<file path="config.mk">
export PLATFORM = sky130hd
export DESIGN_NAME = bal_abort_arbiter
export DESIGN_NICKNAME = d
export VERILOG_FILES = /design/src/rtl/bal_abort_pkg.sv /design/src/rtl/bal_hb_watch.sv /design/src/rtl/bal_shut_latch.sv /design/src/rtl/bal_log_fifo.sv /design/src/rtl/bal_abort_arbiter.sv
export SDC_FILE = /design/constraint.sdc
export NUM_CORES = 1
export LEC_CHECK = 0
export ABC_AREA = 1
export BUFFER_PORTS_ARGS = -buffer_cell sky130_fd_sc_hd__buf_2
export CORE_UTILIZATION = 25
export DETAILED_ROUTE_END_ITERATION = 12
export HOLD_SLACK_MARGIN = 0.03
export PLACE_DENSITY = 0.49
export SYNTH_ARGS = -nofsm -noshare
export SYNTH_HDL_FRONTEND = slang
export SYNTH_HIERARCHICAL = 1
export SYNTH_SLANG_ARGS = --single-unit
</file>
<file path="constraint.sdc">
create_clock -name clk -period 5 [get_ports clk]
set_clock_uncertainty 0.15 [all_clocks]
set_input_delay 0.5 -clock clk [delete_from_list [all_inputs] [get_ports clk]]
set_output_delay 0.5 -clock clk [all_outputs]
set_load 0.05 [all_outputs]
</file>
<file path="src/rtl/bal_abort_pkg.sv">
package bal_abort_pkg;
  typedef enum logic [2:0] {
    RSN_NONE      = 3'd0,
    RSN_CHG_GONE  = 3'd1,
    RSN_OVERTEMP  = 3'd2,
    RSN_CHG_FAULT = 3'd3,
    RSN_HB_LOST   = 3'd4,
    RSN_SERVICE   = 3'd5,
    RSN_CELL      = 3'd6
  } rsn_e;

  typedef enum logic [1:0] {
    LVL_NONE   = 2'd0,
    LVL_LOCAL  = 2'd1,
    LVL_GROUP  = 2'd2,
    LVL_GLOBAL = 2'd3
  } lvl_e;

  // global source vector, bit 0 = highest priority
  localparam int NUM_GSRC = 5;
endpackage

</file>
<file path="src/rtl/bal_hb_watch.sv">
module bal_hb_watch #(
  parameter int HB_W = 16
) (
  input  logic            clk,
  input  logic            rst_n,
  input  logic            hb_pulse,
  input  logic [HB_W-1:0] hb_limit,
  output logic            hb_lost
);
  logic [HB_W-1:0] cnt_q;

  always_ff @(posedge clk or negedge rst_n) begin
    if (!rst_n)                cnt_q <= '0;
    else if (hb_pulse)         cnt_q <= '0;
    else if (cnt_q != '1)      cnt_q <= cnt_q + 1'b1;
  end

  assign hb_lost = (cnt_q >= hb_limit);

  AST_HB_RESTART: assert property (@(posedge clk) disable iff (!rst_n)
    hb_pulse && (hb_limit != '0) |=> !hb_lost || (hb_limit == '0));
endmodule

</file>
<file path="src/rtl/bal_shut_latch.sv">
module bal_shut_latch
  import bal_abort_pkg::*;
#(
  parameter int N_CELL = 6,
  parameter int N_ZONE = 2,
  parameter int CW     = 3
) (
  input  logic                clk,
  input  logic                rst_n,
  input  logic [NUM_GSRC-1:0] glob_src,
  input  logic [N_CELL-1:0]   cell_flt,
  input  logic                widen,
  input  logic                clr_req,
  output logic                glob_dis,
  output logic [N_CELL-1:0]   loc_dis,
  output logic [N_CELL-1:0]   zone_dis,
  output logic                glob_new,
  output rsn_e                glob_rsn,
  output logic                cell_new,
  output logic [CW-1:0]       cell_idx,
  output lvl_e                cell_lvl
);
  logic                glob_q;
  logic [N_CELL-1:0]   loc_q;
  logic [N_ZONE-1:0]   zone_q, zone_flt;
  logic [N_CELL-1:0]   fresh;
  logic                any_src;

  assign any_src = |glob_src;

  always_comb begin
    glob_rsn = RSN_NONE;
    for (int k = NUM_GSRC-1; k >= 0; k--)
      if (glob_src[k]) glob_rsn = rsn_e'(3'(k+1));
  end

  always_comb begin
    zone_flt = '0;
    for (int z = 0; z < N_ZONE; z++)
      for (int i = 0; i < N_CELL; i++)
        if ((i % N_ZONE) == z && cell_flt[i]) zone_flt[z] = 1'b1;
  end

  always_comb begin
    cell_idx = '0;
    for (int i = 0; i < N_CELL; i++) begin
      fresh[i]    = widen ? (cell_flt[i] & ~zone_q[i % N_ZONE]) : (cell_flt[i] & ~loc_q[i]);
      zone_dis[i] = zone_q[i % N_ZONE];
    end
    for (int i = N_CELL-1; i >= 0; i--)
      if (fresh[i]) cell_idx = CW'(i);
  end

  assign cell_new = |fresh;
  assign cell_lvl = widen ? LVL_GROUP : LVL_LOCAL;
  assign glob_new = any_src & ~glob_q;

  always_ff @(posedge clk or negedge rst_n) begin
    if (!rst_n) begin
      glob_q <= 1'b0;
      loc_q  <= '0;
      zone_q <= '0;
    end else begin
      glob_q <= any_src | (glob_q & ~clr_req);
      loc_q  <= (cell_flt & {N_CELL{~widen}}) | (loc_q & ~({N_CELL{clr_req}} & ~cell_flt));
      zone_q <= (zone_flt & {N_ZONE{widen}}) | (zone_q & ~({N_ZONE{clr_req}} & ~zone_flt));
    end
  end

  assign glob_dis = glob_q;
  assign loc_dis  = loc_q;

  AST_GLOB_SET: assert property (@(posedge clk) disable iff (!rst_n)
    any_src |=> glob_dis);
  AST_GLOB_HOLD: assert property (@(posedge clk) disable iff (!rst_n)
    glob_dis && !clr_req |=> glob_dis);
endmodule

</file>
<file path="src/rtl/bal_log_fifo.sv">
module bal_log_fifo #(
  parameter int W     = 8,
  parameter int DEPTH = 8
) (
  input  logic         clk,
  input  logic         rst_n,
  input  logic         push,
  input  logic [W-1:0] din,
  output logic         out_valid,
  input  logic         out_ready,
  output logic [W-1:0] out_data,
  output logic         ovf
);
  localparam int AW = (DEPTH > 1) ? $clog2(DEPTH) : 1;

  logic [W-1:0] mem [DEPTH];
  logic [AW-1:0] wp, rp;
  logic [AW:0]   cnt;
  logic          full, acc, pop;

  assign full      = (cnt == (AW+1)'(DEPTH));
  assign acc       = push & ~full;
  assign out_valid = (cnt != '0);
  assign pop       = out_valid & out_ready;
  assign out_data  = mem[rp];

  always_ff @(posedge clk) begin
    if (acc) mem[wp] <= din;
  end

  always_ff @(posedge clk or negedge rst_n) begin
    if (!rst_n) begin
      wp  <= '0;
      rp  <= '0;
      cnt <= '0;
      ovf <= 1'b0;
    end else begin
      if (acc) wp <= (wp == AW'(DEPTH-1)) ? '0 : wp + 1'b1;
      if (pop) rp <= (rp == AW'(DEPTH-1)) ? '0 : rp + 1'b1;
      cnt <= cnt + (AW+1)'(acc) - (AW+1)'(pop);
      if (push && full) ovf <= 1'b1;
    end
  end

  AST_NO_OVERFLOW: assert property (@(posedge clk) disable iff (!rst_n)
    cnt <= (AW+1)'(DEPTH));
  AST_OVF_STICKY: assert property (@(posedge clk) disable iff (!rst_n)
    ovf |=> ovf);
  AST_HOLD_HEAD: assert property (@(posedge clk) disable iff (!rst_n)
    out_valid && !out_ready |=> out_valid && $stable(out_data));
endmodule

</file>
<file path="src/rtl/bal_abort_arbiter.sv">
module bal_abort_arbiter
  import bal_abort_pkg::*;
#(
  parameter int N_CELL    = 6,
  parameter int N_ZONE    = 2,
  parameter int TS_W      = 16,
  parameter int HB_W      = 16,
  parameter int LOG_DEPTH = 8,
  localparam int CW       = $clog2(N_CELL+1)
) (
  input  logic              clk,
  input  logic              rst_n,
  input  logic              chg_present,
  input  logic              chg_fault,
  input  logic              in_uvlo,
  input  logic              temp_crit,
  input  logic              svc_mode,
  input  logic              cv_entry,
  input  logic              hb_pulse,
  input  logic [HB_W-1:0]   hb_limit,
  input  logic              zone_widen,
  input  logic              glob_clr,
  input  logic [N_CELL-1:0] cell_ov,
  input  logic [N_CELL-1:0] cell_uv,
  input  logic [N_CELL-1:0] cell_bad,
  input  logic [N_CELL-1:0] ch_en,
  input  logic [TS_W-1:0]   ts_now,
  output logic [N_CELL-1:0] loc_dis,
  output logic [N_CELL-1:0] zone_dis,
  output logic              glob_dis,
  output logic              log_valid,
  input  logic              log_ready,
  output logic [CW-1:0]     log_chan,
  output logic [TS_W-1:0]   log_start,
  output logic [TS_W-1:0]   log_stop,
  output logic [2:0]        log_reason,
  output logic [1:0]        log_level,
  output logic              log_ovf
);
  localparam int RW = CW + 2*TS_W + 3 + 2;

  logic                hb_lost;
  logic [NUM_GSRC-1:0] gsrc;
  logic [N_CELL-1:0]   cell_flt;
  logic                clr_req;
  logic                glob_new, cell_new;
  rsn_e                glob_rsn;
  lvl_e                cell_lvl;
  logic [CW-1:0]       cell_idx, open_idx;
  logic [TS_W-1:0]     open_start, cell_start;
  logic [N_CELL-1:0]   en_q;
  logic [TS_W-1:0]     start_q   [N_CELL];
  logic [TS_W-1:0]     eff_start [N_CELL];
  logic [RW-1:0]       rec, rec_out;

  bal_hb_watch #(.HB_W(HB_W)) u_hb (
    .clk(clk), .rst_n(rst_n), .hb_pulse(hb_pulse), .hb_limit(hb_limit), .hb_lost(hb_lost)
  );

  // bit order = priority order
  assign gsrc     = {svc_mode, hb_lost, chg_fault, temp_crit, (~chg_present) | in_uvlo};
  assign cell_flt = cell_ov | cell_uv | cell_bad;
  assign clr_req  = glob_clr | cv_entry;

  bal_shut_latch #(.N_CELL(N_CELL), .N_ZONE(N_ZONE), .CW(CW)) u_latch (
    .clk(clk), .rst_n(rst_n), .glob_src(gsrc), .cell_flt(cell_flt), .widen(zone_widen),
    .clr_req(clr_req), .glob_dis(glob_dis), .loc_dis(loc_dis), .zone_dis(zone_dis),
    .glob_new(glob_new), .glob_rsn(glob_rsn), .cell_new(cell_new), .cell_idx(cell_idx),
    .cell_lvl(cell_lvl)
  );

  always_ff @(posedge clk or negedge rst_n) begin
    if (!rst_n) en_q <= '0;
    else        en_q <= ch_en;
  end

  for (genvar g = 0; g < N_CELL; g++) begin : g_start
    always_ff @(posedge clk or negedge rst_n) begin
      if (!rst_n)                   start_q[g] <= '0;
      else if (ch_en[g] && !en_q[g]) start_q[g] <= ts_now;
    end
    assign eff_start[g] = (ch_en[g] && !en_q[g]) ? ts_now : start_q[g];

    AST_LOCAL_LATCH: assert property (@(posedge clk) disable iff (!rst_n)
      cell_flt[g] && !zone_widen |=> loc_dis[g]);
  end

  always_comb begin
    open_idx   = CW'(N_CELL);
    open_start = ts_now;
    cell_start = '0;
    for (int i = N_CELL-1; i >= 0; i--) begin
      if (ch_en[i]) begin
        open_idx   = CW'(i);
        open_start = eff_start[i];
      end
      if (cell_idx == CW'(i)) cell_start = eff_start[i];
    end
  end

  assign rec = glob_new ? {open_idx, open_start, ts_now, glob_rsn, LVL_GLOBAL}
                        : {cell_idx, cell_start, ts_now, RSN_CELL, cell_lvl};

  bal_log_fifo #(.W(RW), .DEPTH(LOG_DEPTH)) u_log (
    .clk(clk), .rst_n(rst_n), .push(glob_new | cell_new), .din(rec),
    .out_valid(log_valid), .out_ready(log_ready), .out_data(rec_out), .ovf(log_ovf)
  );

  assign {log_chan, log_start, log_stop, log_reason, log_level} = rec_out;
endmodule

</file>
; ---- After elaboration in Yosys (flattened, before gate mapping)
; Memories as Yosys holds them, arrays and structs flattened.
; Cells that the tools add are included.
[op_classes]
muxes = 55
order_cmp = 1
n_bitwise = 47
eq_ne = 9
n_addsub = 5
n_reduce_logical = 18
[op_table]
columns = operator, count
row1 = 16-bit two-way mux, 20
row2 = 3-bit two-way mux, 17
row3 = 40-bit two-way mux, 1
row4 = 6-bit AND, 3
row5 = 6-bit OR, 3
row6 = "16-bit by 1-bit adder with 16-bit output, second input constant", 1
row7 = 1-bit AND, 16
row8 = 16-bit greater-or-equal comparator, 1
row9 = "16-bit != test, second input constant", 1
row10 = 1-bit two-way mux, 14
row11 = 1-bit inverter, 13
row12 = "3-bit equality test, second input constant", 4
row13 = 6-bit inverter, 2
row14 = 1-bit logical AND, 7
row15 = "3-bit by 1-bit adder with 3-bit output, second input constant", 2
row16 = 2-bit AND, 3
row17 = "3-bit by 2-bit equality test with 1-bit output, second input constant", 2
row18 = 1-bit zero test, 6
row19 = 2-bit two-way mux, 3
row20 = 6-bit OR reduction, 1
row21 = 5-bit OR reduction, 1
row22 = 4-bit by 1-bit adder with 4-bit output, 1
row23 = "4-bit equality test, second input constant", 1
row24 = 2-bit inverter, 2
row25 = 7 further kinds, 10
[word_totals]
regBits = 138
memories = 1
elab_cells = 151
mem_bits_rw = 320
input_bits = 68
[mem_list]
columns = memory, depth, width, rd, rd_clocked_by_memory_dff, write_ports, line_no
row1 = u_log.mem, 8, 40, 1, 0, 1, bal_log_fifo.sv:16  ; logic [W-1:0] mem [DEPTH];

; ---- Depth between registers and ports, before layout
[depth]
word_depth = 18
depth_mapped = 25
mapped_depth_nobuf = 23

; ---- Cells and area by module
; Netlist, hierarchy kept.
[modules_own_cells]
columns = module, instances, area_each_um2, cells_per_inst, seq_area_each_um2
row1 = bal_log_fifo, 1, 15567.4, 1460, 9884.5
row2 = bal_abort_arbiter, 1, 6318.6, 905, 2552.4
row3 = bal_hb_watch, 1, 1375.1, 197, 400.4
row4 = bal_shut_latch, 1, 630.6, 89, 225.2

; ---- Least setup slack after synthesis
; OpenSTA, ideal clock, no wires.
[synth_path]
path_type = input to register
from = in hb_limit[11]
to = mem u_log/mem[6][0] in the netlist's numbering (enable)
setup_ns = 0.487
path_stages = 16
arrival_ns = 4.830
n_path_buf = 2
slack_ns = -0.467
t_required_ns = 4.363
path_cell_list = inv_1 > ha_1 > nand2_1 > o21bai_1 > a21oi_1 > nor2_1 > nand2_1 > nor2_1 > nand4_1 > nand2_1 > inv_1 > buf_4 > or2_2 > nand2_1 > buf_2 > nor3_1
[synth_via]
elab_chain_cells = 7
[synth_lines]
columns = item, line_no
row1 = start: declaration, bal_abort_arbiter.sv:20  ; input logic [HB_W-1:0] hb_limit,
row2 = 16-bit greater-or-equal comparator, bal_hb_watch.sv:18  ; assign hb_lost = (cnt_q >= hb_limit);
row3 = via gsrc[3], bal_abort_arbiter.sv:43  ; logic [NUM_GSRC-1:0] gsrc;
row4 = 5-bit OR reduction, bal_shut_latch.sv:29  ; assign any_src = |glob_src;
row5 = 1-bit AND, bal_shut_latch.sv:56  ; assign glob_new = any_src & ~glob_q;
row6 = via glob_new, bal_abort_arbiter.sv:46  ; logic glob_new, cell_new;
row7 = 1-bit OR, bal_abort_arbiter.sv:105  ; .clk(clk), .rst_n(rst_n), .push(glob_new | cell_new), .din(rec),
row8 = 1-bit AND, bal_log_fifo.sv:22  ; assign acc = push & ~full;
row9 = 1-bit two-way mux, bal_log_fifo.sv:28  ; if (acc) mem[wp] <= din;
row10 = 1-bit two-way mux (implied by the code), bal_log_fifo.sv:28
row11 = end: declaration, bal_log_fifo.sv:16
; The timed path passes the listed nets, and every way through them passes these cells.

; ---- Worst setup path after layout
[layout_path]
from = reg u_log.rp[1]
to = out log_stop[14]
[layout_via]
elab_chain_cells = 1
[layout_lines]
columns = item, line_no
row1 = start: declaration, bal_log_fifo.sv:17  ; logic [AW-1:0] wp, rp;
row2 = start signal: assignment, bal_log_fifo.sv:39  ; if (pop) rp <= (rp == AW'(DEPTH-1)) ? '0 : rp + 1'b1;
row3 = memory read 8 x 40 bit, -
row4 = end: declaration, bal_abort_arbiter.sv:35  ; output logic [TS_W-1:0] log_stop,
; Every way passes these cells.

==> metrics.cfg <==
[yosys]
yosysWarnings = 6
yosysSeqAreaShare = 0.547
synth_seq_cells = 458
async_flop_share = 0.301
synth_cell_types = 49
syn_nets = 2747
synth_area_mm2 = 0.0239
synth_ff_type = edfxtp_1
syn_avg_cell_area_um2 = 9.01
synth_edf_count = 320
postSynthCellCount = 2651

[drt]
routed.top_layer = met5
wl_per_cell_um = 16.4
dr.pass1.iters = 6
post-route-drc-count = 0
dr_wl_met2_mm = 31.0
via_per_inst = 4.16
wl_mm = 66.4
met1_length_mm = 31.3
route.met3.wl_mm = 2.80
antenna_left = 0
drt_iter0_drc = 1057
num_vias = 16900

[worst_setup_path]
crit_path_end_kind = primary output
path_depth = 7
ff2ff_path_depth = 15
crit_path_frequent_cell = nand2_1
cpPeakStageDelay_ns = 0.70
cp_slowest_cell = dfrtp_4
critPathArrivalTime_ns = 3.16
cp_max_fo = 41
crit_type = register to primary output
required_ns = 4.35
ff2ff_setup_slack_ns = 1.27
crit_path_cell_trace = inv_4 > buf_4 > nand3_2 > nand2_1 > nand2_1 > nand2_1 > buf_2
cp-start-kind = register
crit_buf_inv = 3
crit_family = buffers and inverters

[sta]
maxSlewViolCount = 0
slew_headroom = 0.271
setup_violations = 0
fin_tns_setup_ns = 0
fin_ws_ns = 1.19
worstMarginPinSlew_ns = 1.09
finalCritPeriodShare = 0.762
fin_crit_ns = 3.81
rsz0062_at_grt = no
finalHoldViolations = 0
max_freq_mhz = 263

[finish]
syn_to_final_growth_pct = 14.4
final_cell_mix = nand2_1, inv_1, edfxtp_1, nand3_1, dfrtp_1
finalNetCount = 2850
drive_gt1_frac = 0.203
final_common_cell = nand2_1
finalCoreUtilization = 0.288
stdcell_count = 4059

[cts]
clock_latency_ns = 0.60
ctsHtreeMaxLevel = 2
clkTransAtPathRegs_ns = 0.06
cts_tree = built
cts_setup_buffers = 0
cts_sinks = 458
clock_path_buffers = 3
cts_buffers = 50
root_buffer = clkbuf_16

[die]
io_pins = 123
die_height_um = 311
die_w_um = 311
start_util = 0.252
rows = 113
die_area_mm2 = 0.0968
coreArea_mm2 = 0.0949

[global_routing]
grt_max_degree = 139
antenna_found_initial = 7
grt_pass1_wl_mm = 102
overflow = 0
grt_pass1_vias = 16200
grtUsageTotal = 0.137

[pwr]
ir_worst_vdd_uv = 350
total_power_w = 0.0152
p_leak_nw = 13.1
power_density_mw_per_mm2 = 555

[placed_design]
dp_cells = 3962
numPortBuffers = 122
place.gp.congestion = 0.774
hpwl_mm = 40.6
preCtsSetupSlack_ns = 1.06

[worst_hold_path]
min_path_type = primary input to register
hold_depth = 3

[run]
cap_violations = 0

[run_status]
status = finished clean

cells by family after synthesis:
kind of cell             count (synthesis)  share of synthesized area
flip-flops                             458                      0.547
AND/OR/NAND/NOR                       1376                      0.286
adder cells (fa/ha/maj)                 28                     0.0150
buffers and inverters                  609                      0.111
AO/OA/AOI/OAI                          178                     0.0398
XOR/XNOR                                 2                   0.000733
layout make-up:
class,count,area (µm²)
fillers,9965,67500
well taps,1265,1580
diodes,1,2.50
flip-flops and latches,458,13100
inverters,501,1890
clock inverters,28,279
multi-input cells,1584,8220
repair buffers,159,932
clock buffers,63,1350
per-layer routing:
layer	GRT usage	vias up
met5	0	-
met4	0.0341	2
met3	0.0180	81
met2	0.226	337
met1	0.189	7930
li1	-	8518
worst reg2reg max path, delay by kind of cell, from the launching register on:
| family | cells | cell delay, ns |
|---|---|---|
| adder cells (fa/ha/maj) | 1 | 0.33 |
| AO/OA/AOI/OAI | 1 | 0.70 |
| flip-flops | 1 | 0.45 |
| AND/OR/NAND/NOR | 9 | 1.08 |
| buffers and inverters | 4 | 0.69 |
flip-flops by register name, summed over array words and instances (netlist names):
register and count:
u_log/mem 320, u_latch/loc_dis 6, u_log/cnt 4, en_q 6, u_latch/zone_q 2, u_log/wp 3
u_hb/cnt_q 16, u_log/rp 3, u_latch/glob_dis 1, start_q 96, u_log/ovf 1
where the power goes:
part	switching [W]	leakage, nW	total (W)	internal, W
Sequential	0.000288	4.56	0.00532	0.00503
Combinational	0.00461	7.70	0.00611	0.00149
Clock	0.00157	0.803	0.00374	0.00217
Total	0.00647	13.1	0.0152	0.00869
final timing paths:
check                               start          endpoint
max                           u_log/rp[1]      log_stop[14]
min in group asynchronous           rst_n     u_hb/cnt_q[5]
max reg2reg                u_hb/cnt_q[13]  u_log/mem[7][39]
max in group asynchronous           rst_n       u_log/rp[1]
min reg2reg                     u_log/ovf         u_log/ovf
min                              glob_clr  u_latch/glob_dis
through the flow:
stage / hold WS [ns] / instance area (µm²)
final: 0.0690 / 27300
after CTS: 0.0452 / 27300
after floorplan: 0.0544 / 23900
after detailed placement: 0.334 / 25600
after global routing: 0.0544 / 27300
after global placement: 0.333 / 25600
Yosys cell counts (all sizes together) (16+ instances only):
cell type,n,share of area
a21oi,66,0.014
and2,22,0.0064
buf,84,0.028
clkbuf,23,0.0037
dfrtp,138,0.14
edfxtp,320,0.40
ha,27,0.014
inv,498,0.079
nand2,971,0.18
nand3,272,0.075
nor2,67,0.014
nor3,16,0.0052
o21ai,88,0.018
what timing repair did:
action | CTS | global route
hold buffers | 5 | 0
hold endpoints to repair | 142 | 0
setup endpoints to repair | 0 | 0
resized for setup | 0 | 0
Note: power is estimated with default switching activity, not from simulation.
